[config.mk]
export PLATFORM = sky130hd
export DESIGN_NAME = dual_mode_fifo
export DESIGN_NICKNAME = d
export VERILOG_FILES = /design/src/rtl/dual_mode_fifo.sv
export SDC_FILE = /design/constraint.sdc
export NUM_CORES = 1
export LEC_CHECK = 0
export BUFFER_PORTS_ARGS = -buffer_cell sky130_fd_sc_hd__buf_2
export CAP_MARGIN = 20
export CORE_ASPECT_RATIO = 2
export CORE_MARGIN = 1
export CORE_UTILIZATION = 40
export DETAILED_ROUTE_END_ITERATION = 8
export GPL_ROUTABILITY_DRIVEN = 0
export HOLD_SLACK_MARGIN = 0.1
export PLACE_DENSITY = 0.52
export SYNTH_ARGS = -nofsm -noshare
export SYNTH_HDL_FRONTEND = slang
export SYNTH_SLANG_ARGS = --single-unit
[constraint.sdc]
create_clock -name clk -period 3.09 [get_ports clk]
set_input_delay 0 -clock clk [delete_from_list [all_inputs] [get_ports clk]]
set_output_delay 0 -clock clk [all_outputs]
set_load 0.02 [all_outputs]
[src/rtl/dual_mode_fifo.sv]
module dual_mode_fifo #(
  parameter int W      = 18,
  parameter int DEPTH  = 16,
  parameter int OFF_LO = 2,
  parameter int OFF_HI = 4
) (
  input  logic         clk,
  input  logic         mrst,
  input  logic         prst,
  input  logic         mode_in,
  input  logic         big_off,
  input  logic         wr_en,
  input  logic         rd_en,
  input  logic         load_off,
  input  logic         rexmit,
  input  logic [W-1:0] din,
  output logic [W-1:0] dout,
  output logic         ef_or,
  output logic         ff_ir,
  output logic         pae,
  output logic         paf,
  output logic         hf
);
  localparam int AW = $clog2(DEPTH);
  localparam int OW = AW + 1;
  localparam int CW = AW + 2;

  logic [W-1:0]  mem [DEPTH];
  logic [AW-1:0] wptr, rptr;
  logic [CW-1:0] mcount, wr_total, cnt;
  logic [OW-1:0] e_off, f_off;
  logic          fwft, ov, ldsel;

  wire full  = mcount == CW'(DEPTH);
  wire empty = mcount == '0;
  wire do_wr = wr_en && !load_off && !full && !rexmit;
  wire pop   = fwft && rd_en && ov;
  wire do_rd = !rexmit && (fwft ? (!empty && (!ov || pop)) : (rd_en && !empty));

  assign cnt   = mcount + CW'(ov);
  assign ef_or = fwft ? !ov : !empty;
  assign ff_ir = fwft ? full : !full;
  assign pae   = cnt <= CW'(e_off);
  assign paf   = (cnt + CW'(f_off)) >= CW'(DEPTH);
  assign hf    = cnt > CW'(DEPTH / 2);

  always_ff @(posedge clk)
    if (!mrst && !prst && do_wr) mem[wptr] <= din;

  always_ff @(posedge clk) begin
    if (mrst || prst) begin
      wptr     <= '0;
      rptr     <= '0;
      mcount   <= '0;
      wr_total <= '0;
      ov       <= 1'b0;
      ldsel    <= 1'b0;
      if (mrst) begin
        dout  <= '0;
        fwft  <= mode_in;
        e_off <= big_off ? OW'(OFF_HI) : OW'(OFF_LO);
        f_off <= big_off ? OW'(OFF_HI) : OW'(OFF_LO);
      end
    end else if (rexmit) begin
      rptr   <= '0;
      mcount <= wr_total;
      ov     <= 1'b0;
    end else begin
      if (do_wr) begin
        wptr <= wptr + 1'b1;
        if (wr_total != CW'(DEPTH)) wr_total <= wr_total + 1'b1;
      end
      if (do_rd) begin
        dout <= mem[rptr];
        rptr <= rptr + 1'b1;
      end
      if (fwft) ov <= do_rd ? 1'b1 : (pop ? 1'b0 : ov);
      mcount <= mcount + CW'(do_wr) - CW'(do_rd);
      if (load_off && wr_en) begin
        if (ldsel) f_off <= din[OW-1:0];
        else       e_off <= din[OW-1:0];
        ldsel <= !ldsel;
      end
    end
  end

  p_full_block_r4: assert property (@(posedge clk) disable iff (mrst || prst)
    (full && wr_en && !rexmit) |=> $stable(wptr));
  p_mem_bound_r4: assert property (@(posedge clk) disable iff (mrst)
    mcount <= CW'(DEPTH));
  p_empty_hold_r5: assert property (@(posedge clk) disable iff (mrst || prst)
    (!fwft && empty && rd_en && !rexmit) |=> $stable(dout));
  p_fall_through_r3: assert property (@(posedge clk) disable iff (mrst || prst)
    (fwft && !ov && !empty && !rexmit) |=> !ef_or);
  p_load_no_write_r10: assert property (@(posedge clk) disable iff (mrst || prst)
    load_off |=> $stable(wptr));
  p_rexmit_setup_r11: assert property (@(posedge clk) disable iff (mrst || prst)
    (fwft && rexmit) |=> ef_or);
endmodule

==> impl_summary.txt <==
----------------------------------------------------
[CTS]
  Clk slew on worst S/H paths ... ~0.07 ns
  Number of clock sinks ... approximately 340
  CTS tree ... built
  Clk buf depth ... 3
  Post-CTS setup buffer count ... 0
  Inserted Clock Buffers ... 30
  Clock Tree Root ... sky130_fd_sc_hd__clkbuf_16
  Htree depth ... 1
  Clock Latency Late Sink ... 0.56 ns

[Final layout]
  Share of final-layout standard cells stronger than drive strength 1 ... 0.237
  Area growth, synth to finish ... 15.8%
  Number of filler cells placed in the layout ... 2920
  Count of inserted antenna diode cells ... 0
  Final cell area excluding filler cells ... roughly 0.016 mm²
  Final layout net count ... 946

[Yosys]
  Largest area contributor in the synthesized netlist ... sky130_fd_sc_hd__edfxtp_1
  Share of the synthesized area in the top cell type ... 0.685
  Gate Count Post-Synth ... ~770
  Mean cell area of the mapped netlist ... about 18 µm²
  Prevailing post-synth register cell ... sky130_fd_sc_hd__edfxtp_1
  Synth area leaders ... sky130_fd_sc_hd__edfxtp_1 (69%), sky130_fd_sc_hd__mux4_2 (8.3%), sky130_fd_sc_hd__dfxtp_1 (3.7%)
  Post-Synthesis Cell Area ... between 0.01 and 0.015 mm²
  Number of warning messages in the yosys log ... 0
  Sequential share of the synthesized area ... 0.722
  Synthesized Nets ... approximately 830
  Number of synthesized flops with an enable pin ... around 320
  Share of async-settable or async-resettable flops after synthesis ... 0
  #FFs+latches synth ... about 340
  Netlist cell types ... between 50 and 60

[Power and ir drop]
  NetSw ... ~1.9 mW
  Max IR drop VDD ... around 0.41 mV
  Proportion of total power due to net switching ... 0.205
  Pwr/cell area ... 563 mW/mm²
  Share of total power in sequential cells ... 0.564
  Static leakage ... about 5.3 nW
  Cell internal pwr ... roughly 7.2 mW
  Power share of the clock group ... 0.402
  Proportion of power drawn by combinational gates ... 0.034

[Timing]
  Final setup vio count ... 0
  Setup total negative slack ... 0 ns
  Max Clock Freq ... about 350 MHz
  Period Utilization, post-route ... 0.936
  Final max-slew violation count ... 0
  Final Hold Vio Count ... 0
  Shortest clock period the worst path allows after layout ... 2.89 ns
  Worst-case clock skew ... 0.0104 ns
  Unrepaired setup endpoints after global routing ... no
  Slew of the pin with the lowest slew margin ... 0.799 ns
  Relative max-transition margin ... 0.463

[Floorplanning]
  Starting Density ... 0.406
  Number of placed I/O pins ... 50
  Die area ... about 0.036 mm²
  Core region area ... between 0.03 and 0.04 mm²
  Die Width ... approximately 130 µm
  FP Rows ... 96
  Y dimension of the die ... between 200 and 300 µm

[Global routing]
  Global routing usage summed across all routing layers ... 0.190
  Total overflow reported by the global router ... 0
  Via count of the first global-routing pass ... approximately 8000
  Largest net degree at the start of global routing ... 35
  First-pass GRT wire length ... 48.2 mm
  Initial antenna violation count ... 0

[Run]
  Max-capacitance violation count ... 0

[Placed design]
  Number of input and output port buffers inserted ... 49
  DP Wirelength ... just over 20 mm
  Dpl cell area ... about 0.015 mm²

[Setup path]
  WS Path Type ... reg2out
  Type of destination of the critical path ... output pin
  Crit path arrival time ... ~2.9 ns
  Required time of the critical path ... ~3 ns
  Top fanout value on the critical path ... 7
  Crit start category ... flip-flop

[Run status]
  Status ... finished, final reports clean

[Detailed routing]
  Overall routed net length ... 32.9 mm
  Via total after detailed routing ... between 7000 and 8000
  Violation count after the first detailed-routing iteration ... roughly 400
  Remaining antenna violation count after routing ... 0
  Average detailed-routed wire length per instance ... approximately 24 µm
  Number of optimization iterations in the first detailed-route pass ... 4
  Post-DR vias/cell ... approximately 5.4
  DRC errors left ... 0

[Worst hold path]
  Worst hold-check path type ... in2reg

----------------------------------------------------
-- flip-flops by register name, indices dropped and copies added (netlist names), named ones only --
| signal | flops |
|---|---|
| f_off | 5 |
| mcount | 6 |
| e_off | 5 |
| wptr | 4 |
| mem | 288 |
| wr_total | 6 |
| ov | 1 |
| dout | 18 |
| fwft | 1 |
| rptr | 4 |
| ldsel | 1 |
-- metal layers --
metal  global-route usage  routed length, µm  up-vias
met5                    0                  0        -
met4               0.0888               1290        0
met3               0.0286               1480       68
met2                0.368              18700      185
met1                0.195              11400     3741
li1                     -                  -     3262
-- cell usage after synthesis, drive strengths merged, types with 4 or more instances --
library cell,number
edfxtp,317
nand2,59
mux2i,52
mux4,52
nor2,39
ha,30
buf,27
dfxtp,26
inv,23
nand4,14
a22oi,11
xnor2,11
a32oi,10
o211ai,10
xor2,10
a21oi,9
nand3,8
clkbuf,7
and2,6
nor3,6
nand2b,5
o21ai,5
and3,4
o22ai,4
-- power groups by stage --
stage | registers [mW] | clock network [mW] | logic (mW)
2_1_floorplan | 5.23 | 0 | 0.127
6_report | 5.11 | 3.65 | 0.305
4_1_cts | 5.11 | 3.73 | 0.310
5_1_grt | 5.11 | 3.88 | 0.332
3_3_place_gp | 5.21 | 0 | 0.271
3_5_place_dp | 5.21 | 0 | 0.281
-- stage by stage --
step / hold slack, ns / utilization / cells / power (mW) / setup slack [ns]
finish: 0.164 / 0.470 / 1351 / 9.06 / 0.196
global route: 0.165 / 0.470 / 1351 / 9.32 / 0.0360
CTS: 0.139 / 0.470 / 1351 / 9.15 / 0.0528
detailed placement: 0.182 / 0.434 / 1269 / 5.49 / 0.229
global placement: 0.189 / 0.434 / 1269 / 5.48 / 0.304
floorplan: 0.0989 / - / 774 / 5.36 / 0.281
-- path summary, 6_finish.rpt --
path                     from   endpoint  slack, ns  cells past startpoint
setup / recovery    mcount[1]        paf       0.20                      8
hold / removal        mode_in       fwft       0.16                      2
setup reg to reg    mcount[2]  mcount[4]       0.26                     15
hold reg to reg   wr_total[4]  mcount[4]       0.55                      2
-- layout by cell type (no fill, tap or decap), types with 4 or more instances in the layout --
cell,Yosys,routed
sky130_fd_sc_hd__nand2_4,4,4
sky130_fd_sc_hd__nand2b_1,5,5
sky130_fd_sc_hd__o21ai_0,5,5
sky130_fd_sc_hd__nor2_2,5,14
sky130_fd_sc_hd__a32oi_1,10,10
sky130_fd_sc_hd__a22oi_1,11,11
sky130_fd_sc_hd__mux4_2,51,51
sky130_fd_sc_hd__clkbuf_16,0,31
sky130_fd_sc_hd__and3_1,4,4
sky130_fd_sc_hd__inv_1,22,22
sky130_fd_sc_hd__xnor2_1,11,10
sky130_fd_sc_hd__mux2i_1,52,52
sky130_fd_sc_hd__dlygate4sd3_1,0,28
sky130_fd_sc_hd__o22ai_1,4,4
sky130_fd_sc_hd__a21oi_1,9,9
sky130_fd_sc_hd__clkinv_1,0,6
sky130_fd_sc_hd__o211ai_1,10,10
sky130_fd_sc_hd__buf_4,4,37
sky130_fd_sc_hd__xor2_1,10,10
sky130_fd_sc_hd__nand2_1,55,55
sky130_fd_sc_hd__and2_1,6,6
sky130_fd_sc_hd__edfxtp_1,317,317
sky130_fd_sc_hd__nor3_4,1,5
sky130_fd_sc_hd__nor2_1,33,24
sky130_fd_sc_hd__clkinv_2,0,7
sky130_fd_sc_hd__buf_2,15,49
sky130_fd_sc_hd__nand3_1,8,8
sky130_fd_sc_hd__dfxtp_1,26,24
sky130_fd_sc_hd__ha_1,30,30
sky130_fd_sc_hd__nand4_1,14,14
-- worst max-delay path, cell delays in order (launching register included) --
cell                      delay (ns)
sky130_fd_sc_hd__dfxtp_1        0.47
sky130_fd_sc_hd__ha_1           0.23
sky130_fd_sc_hd__nand2_1        0.07
sky130_fd_sc_hd__xnor2_1        0.46
sky130_fd_sc_hd__ha_1           0.36
sky130_fd_sc_hd__a21oi_1        0.14
sky130_fd_sc_hd__o21ai_0        0.13
sky130_fd_sc_hd__o31a_1         0.30
sky130_fd_sc_hd__buf_2          0.16
-- what timing repair did --
action | CTS | global route
setup endpoints to repair | 0 | 1
gates resized for setup | 0 | 1
hold buffers | 28 | 0
endpoints found under the hold margin | 332 | 0
-- cell type report --
cell class                      instances  area, µm²  area share
Clock buffer                           34        787      0.0489
Clock inverter                         20        159     0.00988
Inverter                               23       88.8     0.00552
Multi-Input combinational cell        374       3610       0.225
Sequential cell                       343      10000       0.624
Tap cell                              441        552      0.0343
Timing Repair Buffer                  116        843      0.0524
-- cell families (layout without fill, tap and decap cells) --
family	after synthesis	after routing	synth area share
AO/OA/AOI/OAI	67	67	0.0355
XOR/XNOR	21	21	0.0132
adder cells (fa/ha/maj)	31	31	0.0285
buffers and inverters	57	193	0.0213
flip-flops	343	343	0.722
multiplexers	104	104	0.122
AND/OR/NAND/NOR	151	151	0.0570
Power figures use the tool's default switching activity.
